**src/rtl/raster_timer.sv**
```systemverilog
module raster_timer #(
  parameter int NTSC_LINE   = 3413,
  parameter int NTSC_FRAME  = 263,
  parameter int PAL_LINE    = 3406,
  parameter int PAL_FRAME   = 314,
  parameter int NTSC_HA_BEG = 488,
  parameter int NTSC_HA_END = 3288,
  parameter int NTSC_VA_BEG = 16,
  parameter int NTSC_VA_END = 256,
  parameter int NTSC_HC_BEG = 608,
  parameter int NTSC_HC_END = 3168,
  parameter int NTSC_VC_BEG = 24,
  parameter int NTSC_VC_END = 248,
  parameter int PAL_HA_BEG  = 488,
  parameter int PAL_HA_END  = 3300,
  parameter int PAL_VA_BEG  = 20,
  parameter int PAL_VA_END  = 308,
  parameter int PAL_HC_BEG  = 628,
  parameter int PAL_HC_END  = 3188,
  parameter int PAL_VC_BEG  = 30,
  parameter int PAL_VC_END  = 298,
  localparam int XW = $clog2((NTSC_LINE > PAL_LINE) ? NTSC_LINE : PAL_LINE),
  localparam int YW = $clog2((NTSC_FRAME > PAL_FRAME) ? NTSC_FRAME : PAL_FRAME)
) (
  input  logic          clk,
  input  logic          rst_n,
  input  logic          tick_en,
  input  logic          pal_sel,
  input  logic          crop_en,
  input  logic          interlace_en,
  output logic [XW-1:0] beam_x,
  output logic [YW-1:0] beam_y,
  output logic          hblank,
  output logic          vblank,
  output logic          field,
  output logic          pal_active
);

  localparam logic [XW-1:0] N_XLAST = XW'(NTSC_LINE - 1);
  localparam logic [XW-1:0] P_XLAST = XW'(PAL_LINE - 1);
  localparam logic [YW-1:0] N_YLAST = YW'(NTSC_FRAME - 1);
  localparam logic [YW-1:0] P_YLAST = YW'(PAL_FRAME - 1);

  logic [XW-1:0] x_last, h_beg, h_end;
  logic [YW-1:0] y_last, v_beg, v_end;
  logic          end_x, end_y, wrap;

  assign x_last = pal_active ? P_XLAST : N_XLAST;
  assign y_last = pal_active ? P_YLAST : N_YLAST;
  assign end_x  = (beam_x == x_last);
  assign end_y  = (beam_y == y_last);
  assign wrap   = tick_en & end_x & end_y;

  always_comb begin
    case ({pal_active, crop_en})
      2'b00: begin
        h_beg = XW'(NTSC_HA_BEG); h_end = XW'(NTSC_HA_END);
        v_beg = YW'(NTSC_VA_BEG); v_end = YW'(NTSC_VA_END);
      end
      2'b01: begin
        h_beg = XW'(NTSC_HC_BEG); h_end = XW'(NTSC_HC_END);
        v_beg = YW'(NTSC_VC_BEG); v_end = YW'(NTSC_VC_END);
      end
      2'b10: begin
        h_beg = XW'(PAL_HA_BEG); h_end = XW'(PAL_HA_END);
        v_beg = YW'(PAL_VA_BEG); v_end = YW'(PAL_VA_END);
      end
      default: begin
        h_beg = XW'(PAL_HC_BEG); h_end = XW'(PAL_HC_END);
        v_beg = YW'(PAL_VC_BEG); v_end = YW'(PAL_VC_END);
      end
    endcase
  end

  assign hblank = (beam_x < h_beg) || (beam_x >= h_end);
  assign vblank = (beam_y < v_beg) || (beam_y >= v_end);

  always_ff @(posedge clk) begin
    if (!rst_n) begin
      beam_x     <= '0;
      beam_y     <= '0;
      field      <= 1'b0;
      pal_active <= pal_sel;
    end else begin
      if (tick_en) beam_x <= end_x ? '0 : beam_x + 1'b1;
      if (tick_en && end_x) beam_y <= end_y ? '0 : beam_y + 1'b1;
      if (wrap) pal_active <= pal_sel;
      if (!interlace_en) field <= 1'b0;
      else if (wrap) field <= ~field;
    end
  end

endmodule

```
**config.mk**
```make
export PLATFORM = sky130hd
export DESIGN_NAME = raster_timer
export DESIGN_NICKNAME = d
export VERILOG_FILES = /design/src/rtl/raster_timer.sv
export SDC_FILE = /design/constraint.sdc
export NUM_CORES = 1
export LEC_CHECK = 0
export ABC_CLOCK_PERIOD_IN_PS = 2500
export BUFFER_PORTS_ARGS = -buffer_cell sky130_fd_sc_hd__buf_2
export CORE_UTILIZATION = 50
export CTS_CLUSTER_DIAMETER = 80
export CTS_CLUSTER_SIZE = 30
export DETAILED_ROUTE_END_ITERATION = 10
export PLACE_DENSITY = 0.75
export SYNTH_ARGS = -nofsm -noshare
export SYNTH_HDL_FRONTEND = slang
export SYNTH_SLANG_ARGS = --single-unit
```
**constraint.sdc**
```tcl
create_clock -name clk -period 2.5 [get_ports clk]
set_input_delay 0.625 -clock clk [delete_from_list [all_inputs] [get_ports clk]]
set_output_delay 0.625 -clock clk [all_outputs]
set_load 0.01 [all_outputs]
```
==> results of run 1 <==
-- stage by stage --
step                TNS, ps  std cells  total power, mW  hold slack, ps
floorplan             -64.7        204            0.461             516
global placement       -807        287            0.497             484
detailed placement     -846        287            0.502             494
CTS                    -969        292            0.681             460
global route          -1210        292            0.713             456
finish                 -910        292            0.678             463
-- registers in the layout (all words and copies together) (netlist names) --
name and count:
beam_x 12, beam_y 9, field 1, pal_active 1
-- power groups by stage --
stage	Clock (mW)	Sequential, mW	Combinational [mW]
floorplan	0	0.392	0.0693
global placement	0	0.391	0.106
detailed placement	0	0.392	0.111
CTS	0.184	0.383	0.114
global route	0.199	0.385	0.130
finish	0.182	0.383	0.113
-- worst max-delay path: stages, from the launching register on --
cell and delay, ps:
edfxtp_1 520, inv_2 90, ha_4 280, inv_2 40, ha_4 230, nor2b_1 120, o311a_1 320, a311oi_1 200
o21ai_1 80, buf_2 140
-- cell usage after synthesis (2+ instances only) --
| master | instances |
|---|---|
| a21o_1 | 2 |
| a21oi_1 | 2 |
| and3_1 | 4 |
| clkbuf_1 | 5 |
| clkbuf_8 | 3 |
| dfxtp_1 | 22 |
| ha_1 | 26 |
| inv_1 | 13 |
| nand2_1 | 18 |
| nand2_2 | 2 |
| nand3_1 | 13 |
| nand4_1 | 5 |
| nand4b_1 | 4 |
| nor2_1 | 21 |
| nor2b_1 | 2 |
| nor3_1 | 3 |
| nor4_1 | 2 |
| o2111ai_1 | 2 |
| o211ai_1 | 2 |
| o21ai_0 | 5 |
| o311ai_1 | 2 |
| or4_1 | 3 |
| xnor2_1 | 7 |
| xor2_1 | 5 |
-- metal layers --
layer,global-route usage,wire length (µm)
met1,0.318,1940
met3,0.0210,146
met5,0,0
met2,0.342,1760
met4,0.0857,56
-- repair_timing --
| item | CTS | global route |
|---|---|---|
| resized for setup | 0 | 3 |
| endpoints found under the setup margin | 2 | 2 |
| pin swaps | 2 | 3 |
| buffers inserted | 1 | 0 |
-- cell families after synthesis --
| logic type | count (synthesis) |
|---|---|
| compound gates | 33 |
| flops | 23 |
| simple gates | 87 |
| mux | 1 |
| fa+ha+maj | 26 |
| buf+inv | 22 |
| xor+xnor | 12 |
-- cells in the final DEF, fill, tap and decap left out, drive strengths merged, types with 4 or more instances in the layout --
cell and n:
xnor2 7, nor2 21, nor3 4, nand4b 4
and3 4, nand3 13, xor2 5, buf 47
inv 13, dfxtp 22, ha 26, nand2 20
nand4 5, o21ai 6
-- area by class of cell --
type | count | area (µm²) | area share
multi-input cells | 159 | 1230 | 0.578
inverters | 13 | 61.3 | 0.0289
clock inverters | 1 | 5.00 | 0.00236
repair buffers | 47 | 278 | 0.131
clock buffers | 3 | 22.5 | 0.0106
well taps | 46 | 57.6 | 0.0271
flip-flops and latches | 23 | 470 | 0.222
-- how the worst max path moves through the flow --
stage                         start  cells after the start     end
3_5_place_dp                crop_en                     10  vblank
5_1_grt        pal_active$_DFFE_PP_                      9  hblank
2_1_floorplan               crop_en                      8  vblank
4_1_cts        pal_active$_DFFE_PP_                      9  hblank
6_report       pal_active$_DFFE_PP_                      9  vblank
3_3_place_gp                crop_en                     10  vblank
==> flow_summary.yaml, run 1 <==
cts:
  cts-root-buf: "clkbuf_4"
  cts-htree-levels: 1
  path_clk_slew_ps: 150
  clock_latency_ps: 320
  ctsHoldBuffers: 0
  cts_buffers: 3
  ctsLongestPathBuffers: 2
  cts.sinks: 23
  tritoncts: "yes"
drt:
  avgViaCountPerCell: 5.57
  wirelength_um: 3910
  wl_per_cell_um: 13.4
  initialDrtViolationCount: 71
  vias: 1626
  antenna_left: 0
  route.detailed.drc: 0
  dr.pass1.iters: 5
power_and_ir_drop:
  p_int_mw: 0.487
  clkPwrFrac: 0.268
  power_frac_comb: 0.166
  switching_share: 0.281
  peakVddDrop_v: 0.000250
  power_frac_seq: 0.566
  p_per_area_nw_per_um2: 320
  p_leak_nw: 0.944
  p_sw_mw: 0.190
yosys:
  synth_fp_nets: 236
  syn_inst: 204
  synth-xor-area-share: 0.0597
  synth_top_family_by_area: "simple AND/OR/NAND/NOR gates"
  yosysTopAreaCellShare: 0.250
  synth_edf_count: 1
  synthesis.area_um2: 1760
  synth_warnings: 0
  synthMuxAreaShare: 0.00568
  synthAdderAreaFrac: 0.185
  netlist_top_cells_area: "dfxtp_1, ha_1, nor2_1"
  synth_area_per_cell_um2: 8.64
  ys.flop_type: "dfxtp_1"
  seq_area_frac_synth: 0.267
  synth-seq-cells: 23
  synth_top_area_cell: "dfxtp_1"
  synth-simple-area-share: 0.266
  synth.distinct_cells: 55
  synth_compound_area_frac: 0.152
  synthArstFlopShare: 0
setup_path:
  crit_type: "reg -> out"
  path_max_fanout: 5
  worstReg2RegStart: "pal_active$_DFFE_PP_"
  ff2ff_setup_slack_ps: 260
  cp.arrival_ps: 2330
  r2r_end: "field$_SDFFE_PN0P_"
  r2r_cells: 6
  end_kind: "output port"
  crit_required_ps: 1880
  startpoint_type: "flop"
die:
  start_util: 0.524
  io_pins: 31
  die_w_um: 61.4
  fp-row-count: 21
  die_area_um2: 3770
  die_h_um: 61.4
  core-area_um2: 3360
global_routing:
  grt-ovfl-total: 0
  grt_start_max_net_pins: 21
  antenna_found_initial: 0
  grt_pass1_vias: 1384
  track_usage: 0.221
  grt_pass1_wl_um: 6150
timing:
  fin_crit_ps: 2960
  tightest_slew_ps: 432
  max_slew_margin: 0.710
  fin_crit_sh: 1.18
  slew_violations: 0
  hold_violations: 0
  fin_skew_ps: 17.4
  setup_violations: 2
  clock.fmax_mhz: 338
  setup_ws_ps: -457
  rsz0062_at_grt: "yes"
layout:
  drive_above_1_share: 0.289
  fillCellCount: 323
  layout.nets: 279
  areaGrowthSynthToFinish_pct: 20.4
  final_area_um2: 2120
  n_antenna_cell: 0
  postLayoutCoreUtil: 0.631
worst_hold_path:
  min_from: "pal_sel"
  holdPathStages: 1
  hold-path-endpoint: "pal_active$_DFFE_PP_"
  hp-class: "in -> reg"
outcome:
  violations: "negative setup slack"
  status: "finished, violations left"
place:
  dp_slack_ps: -447
  gp_congestion: 0.856
  place_area_um2: 2070
  io_buffers: 30
  dp_hpwl_um: 3040
job:
  maxCapViolations: 0
(Power assumes the default switching activity.)
==> run 2: changes to the inputs <==
--- a/config.mk
+++ b/config.mk
@@ -5,13 +5,14 @@
 export SDC_FILE = /design/constraint.sdc
 export NUM_CORES = 1
 export LEC_CHECK = 0
+export ABC_AREA = 1
 export ABC_CLOCK_PERIOD_IN_PS = 2500
 export BUFFER_PORTS_ARGS = -buffer_cell sky130_fd_sc_hd__buf_2
-export CORE_UTILIZATION = 50
+export CORE_UTILIZATION = 51
 export CTS_CLUSTER_DIAMETER = 80
 export CTS_CLUSTER_SIZE = 30
 export DETAILED_ROUTE_END_ITERATION = 10
-export PLACE_DENSITY = 0.75
+export PLACE_DENSITY = 0.76
 export SYNTH_ARGS = -nofsm -noshare
 export SYNTH_HDL_FRONTEND = slang
 export SYNTH_SLANG_ARGS = --single-unit
==> run 2 against run 1 <==
The run still ends with negative setup slack left. Sequential share of layout area down 2.3 points. Clock skew down 12 ps. Hold slack better by 50 ps. Global-route usage up 2.7 points. Routed wire length up 22%. Maximum frequency up 12%. Worst setup slack better by 310 ps. Non-clock buffer count up 1. Synthesized cell count up 44%. Critical endpoint is now hblank.
==> flow_summary.yaml, run 2 <==
outcome:
  status: "finished, violations left"
  violations: "negative setup slack"
setup_path:
  critPathSlowestCell: "ha_1"
  crit_type: "in -> out"
  startpoint_type: "input pin"
  crit_required_ps: 1880
  end_kind: "output port"
  cp.arrival_ps: 2020
  max_stage_delay_ps: 270
  path_max_fanout: 4
  path_common_cell: "nand2_1"
  crit_chain: "clkbuf_4 > inv_4 > buf_4 > ha_2 > inv_1 > ha_1 > nand2_1 > nand2_1 > nand2_1 > nand2_1 > nand2_1 > nand2_1 > nand2_1 > nand2_1 > buf_2"
place:
  gp_congestion: 0.866
  dp.cells: 379
  place_area_um2: 2180
  dp_slack_ps: -207
  dp_hpwl_um: 3610
  io_buffers: 30
timing:
  hold_ws_ps: 513
  hold_violations: 0
  tightest_slew_ps: 358
  fin_setup_tns_ps: -287
  clock.fmax_mhz: 378
  max_slew_margin: 0.761
  rsz0062_at_grt: "yes"
  fin_skew_ps: 5.45
  slew_violations: 0
  fin_crit_sh: 1.06
  setup_ws_ps: -146
  fin_crit_ps: 2650
  setup_violations: 2
layout:
  postLayoutCoreUtil: 0.682
  regMostFlops: "beam_x"
  mostFrequentLayoutCells: "nand2_1, inv_1, nor2_1, buf_2, dfxtp_1"
  final_area_um2: 2360
  n_antenna_cell: 0
  reg_top3: "beam_x x12, beam_y x9"
  seq_area_um2: 470
  multi_input_area_um2: 1300
  largest_register_ffs: 12
  areaGrowthSynthToFinish_pct: 24.2
  fillCellCount: 322
  fin_cells: 389
  layout.nets: 376
  layout_commonest_cell: "nand2_1"
  drive_above_1_share: 0.227
drt:
  initialDrtViolationCount: 134
  wirelength_um: 4770
  vias: 1943
  route.detailed.drc: 0
  dr.pass1.iters: 4
  wl_per_cell_um: 12.3
  antenna_left: 0
  avgViaCountPerCell: 4.99
yosys:
  synth_edf_count: 1
  ys.flop_type: "dfxtp_1"
  synthArstFlopShare: 0
  seq_area_frac_synth: 0.247
  syn_inst: 294
  yosysTopAreaCellShare: 0.231
  synth-seq-cells: 23
  synth.most_common_cell: "nand2_1"
  synth_area_per_cell_um2: 6.48
  synth_fp_nets: 326
  synth_warnings: 0
  synth.distinct_cells: 29
  synthTopCellsByCount: "nand2_1, inv_1, nor2_1, ha_1, dfxtp_1"
  netlist_top_cells_area: "dfxtp_1, ha_1, nand2_1"
  synthesis.area_um2: 1900
  synth_top_area_cell: "dfxtp_1"
global_routing:
  grt-ovfl-total: 0
  grt_pass1_wl_um: 7940
  grt_pass1_vias: 1809
  track_usage: 0.248
  antenna_found_initial: 0
  grt_start_max_net_pins: 13
power_and_ir_drop:
  p_per_area_nw_per_um2: 319
  finalPower_mw: 0.755
  peakVddDrop_v: 0.000260
  p_leak_nw: 1.17
job:
  maxCapViolations: 0
die:
  fp-row-count: 21
  io_pins: 31
  die_h_um: 63.1
  die_w_um: 63.1
  start_util: 0.549
  core-area_um2: 3470
  die_area_um2: 3980
cts:
  path_clk_slew_ps: 80
  tritoncts: "yes"
  ctsLongestPathBuffers: 2
  cts-root-buf: "clkbuf_8"
  cts-htree-levels: 1
  cts_buffers: 3
  cts.sinks: 23
  clock_latency_ps: 260
worst_hold_path:
  hp-class: "reg -> reg"
==> run 2: cell types whose count changed after synthesis, moves of 4 or more <==
cell | before | now
nor3_1 | 3 | 10
nand2_1 | 18 | 83
xnor2_1 | 7 | 0
nand4b_1 | 4 | 0
clkbuf_1 | 5 | 0
a21oi_1 | 2 | 8
inv_1 | 13 | 47
nor2_1 | 21 | 41
==> run 2: critical path, delay by kind of cell <==
kind                     cells  cell delay [ps]
adder cells (fa/ha/maj)      2              440
buffers and inverters        5              560
AND/OR/NAND/NOR              8              390
==> run 2: layer usage <==
layer / routed length [µm] / global-route usage / vias to the layer above
met3: 288 / 0.0344 / 7
met4: 60 / 0.0669 / 0
met1: 2230 / 0.332 / 855
met2: 2190 / 0.411 / 58
met5: 0 / 0 / -
li1: - / - / 1023
==> run 2: cell families after synthesis <==
family          count (synthesis)  synth area share
compound gates                 26            0.0848
xor+xnor                        5            0.0230
fa+ha+maj                      26             0.171
buf+inv                        53             0.112
flops                          23             0.247
simple gates                  161             0.362
==> run 2: path summary, 6_finish.rpt <==
kind              depth (start not counted)            startpoint                     end  slack (ps)
setup / recovery                         15               crop_en                  hblank        -150
hold / removal                            2    field$_SDFFE_PN0P_      field$_SDFFE_PN0P_         510
hold reg to reg                           2    field$_SDFFE_PN0P_      field$_SDFFE_PN0P_         510
setup reg to reg                         10  pal_active$_DFFE_PP_  beam_y[7]$_SDFFE_PN0P_         690
==> run 2: final cells by class <==
type                            instances  area share
Clock buffer                            4      0.0190
Tap cell                               46      0.0243
Inverter                               50      0.0815
Sequential cell                        23       0.199
Timing Repair Buffer                   48       0.125
Multi-Input combinational cell        218       0.551
==> run 2: report_power, final <==
| part | internal [mW] | switching (mW) | leakage (nW) |
|---|---|---|---|
| clock | 0.114 | 0.119 | 0.0228 |
| combinational | 0.0675 | 0.0765 | 0.958 |
| sequential | 0.373 | 0.00467 | 0.187 |
| total | 0.554 | 0.200 | 1.17 |
==> run 2: what timing repair did <==
item                       CTS  global route
setup endpoints to repair    2             2
gates resized for setup      9            15
pin swaps                    2            10
setup buffers                4             2
hold buffers                 0             0
==> run 3: changes to the inputs <==
--- a/config.mk
+++ b/config.mk
@@ -13,6 +13,7 @@
 export CTS_CLUSTER_SIZE = 30
 export DETAILED_ROUTE_END_ITERATION = 10
 export PLACE_DENSITY = 0.76
+export SKIP_CTS_REPAIR_TIMING = 1
 export SYNTH_ARGS = -nofsm -noshare
 export SYNTH_HDL_FRONTEND = slang
 export SYNTH_SLANG_ARGS = --single-unit
==> run 3 against run 2 <==
The run still ends with negative setup slack left. Clock power is 2% higher. Clock-buffer cell count stayed put. Via count grew 0.41%. Final cell count shrank 0.51%. Power is 0.36% lower. First-iteration DRC count fell by 36%. Clock skew grew 1.3 ps. Sequential power about the same. Largest power group unchanged. Highest routed layer unchanged.
==> flow_summary.yaml, run 3 (same netlist as run 2, synthesis figures left out) <==
drt:
  route.detailed.drc: 0
  avgViaCountPerCell: 5.04
  wirelength_um: 4760
  vias: 1951
  wl_per_cell_um: 12.3
  initialDrtViolationCount: 86
  antenna_left: 0
  dr.pass1.iters: 4
place:
  dp_slack_ps: -207
  gp_congestion: 0.866
  place_area_um2: 2180
  dp_hpwl_um: 3610
  io_buffers: 30
die:
  core-area_um2: 3470
  die_area_um2: 3980
  fp-row-count: 21
  die_h_um: 63.1
  io_pins: 31
  start_util: 0.549
  die_w_um: 63.1
setup_path:
  critPathSlowestCell: "edfxtp_1"
  crit_type: "reg -> out"
  path_buf_inv: 4
  ff2ff_setup_slack_ps: 640
  worstReg2RegStart: "pal_active$_DFFE_PP_"
  path_max_fanout: 7
  r2r_cells: 8
  cp_top_family: "flip-flops"
  crit_start: "pal_active$_DFFE_PP_"
  end_kind: "output port"
  cp.arrival_ps: 2100
  startpoint_type: "flop"
  max_stage_delay_ps: 550
  crit_chain: "inv_2 > buf_6 > ha_2 > inv_2 > ha_1 > nand2_1 > nand2_1 > nand2_1 > nand2_1 > nand2_1 > nand2_1 > nand2_1 > nand2_1 > buf_2"
  path_common_cell: "nand2_1"
  r2r_end: "beam_y[8]$_SDFFE_PN0P_"
  crit_required_ps: 1880
layout:
  mostFrequentLayoutCells: "nand2_1, inv_1, nor2_1, buf_2, dfxtp_1"
  largest_register_ffs: 12
  layout_commonest_cell: "nand2_1"
  areaGrowthSynthToFinish_pct: 22.3
  final_area_um2: 2330
  layout.nets: 374
  regMostFlops: "beam_x"
  n_antenna_cell: 0
  reg_top3: "beam_x x12, beam_y x9"
  drive_above_1_share: 0.223
cts:
  tritoncts: "yes"
  cts_buffers: 3
  cts-htree-levels: 1
  ctsLongestPathBuffers: 2
  cts-root-buf: "clkbuf_8"
  cts.sinks: 23
  path_clk_slew_ps: 80
  clock_latency_ps: 270
timing:
  hold_ws_ps: 513
  rsz0062_at_grt: "yes"
  fin_setup_tns_ps: -456
  setup_violations: 2
  fin_crit_ps: 2730
  clock.fmax_mhz: 366
  tightest_slew_ps: 372
  max_slew_margin: 0.751
  hold_violations: 0
  fin_skew_ps: 6.74
  slew_violations: 0
  setup_ws_ps: -229
  fin_crit_sh: 1.09
outcome:
  violations: "negative setup slack"
  status: "finished, violations left"
worst_hold_path:
  min_from: "field$_SDFFE_PN0P_"
  hp-class: "reg -> reg"
  holdPathStages: 2
  hold-path-endpoint: "field$_SDFFE_PN0P_"
job:
  maxCapViolations: 0
global_routing:
  grt-ovfl-total: 0
  track_usage: 0.244
  grt_pass1_vias: 1771
  antenna_found_initial: 0
  grt_start_max_net_pins: 13
  grt_pass1_wl_um: 7780
power_and_ir_drop:
  p_per_area_nw_per_um2: 323
  peakVddDrop_v: 0.000263
  finalPower_mw: 0.752
  p_leak_nw: 1.16
## run 3: cell count changes in the layout (fill, tap and decap cells not counted)
cell,before,now
inv_2,5,7
inv_4,2,0
buf_2,29,30
buf_4,16,15
buf_6,2,1
clkbuf_4,1,0
ha_2,1,2
ha_4,5,4
## run 3: stage by stage
step            util  cells
2_1_floorplan      -    294
3_3_place_gp   0.627    379
3_5_place_dp   0.627    379
4_1_cts        0.640    383
5_1_grt        0.671    387
6_report       0.671    387
## run 3: worst reg2reg max path: stages (launching register included)
cell and delay [ps]:
edfxtp_1 560, buf_4 180, buf_4 90, nand2_1 50, nand2_1 110, nand3_2 120
o21bai_2 320, buf_4 240, o21ai_0 90
## run 3: per-layer routing
| layer | vias to the layer above | track usage | routed length, µm |
|---|---|---|---|
| li1 | 1012 | - | - |
| met1 | 899 | 0.330 | 2340 |
| met2 | 36 | 0.409 | 2210 |
| met3 | 4 | 0.0308 | 171 |
| met4 | 0 | 0.0523 | 35 |
| met5 | - | 0 | 0 |
## run 3: layout make-up
type | count | area, µm²
multi-input combinational | 218 | 1290
fill | 327 | 1140
sequential | 23 | 470
timing repair buffer | 46 | 274
inverter | 50 | 188
tap | 46 | 57.6
clock buffer | 4 | 45.0
## run 3: worst max-delay path by stage
| stage | end | depth (start not counted) |
|---|---|---|
| after global routing | hblank | 15 |
| after CTS | vblank | 8 |
| after detailed placement | hblank | 17 |
| final | hblank | 14 |
| after global placement | hblank | 17 |
| after floorplan | hblank | 15 |
## run 3: where the power goes
group / switching [mW] / internal, mW
Combinational: 0.0713 / 0.0624
Clock: 0.123 / 0.114
Sequential: 0.00804 / 0.373
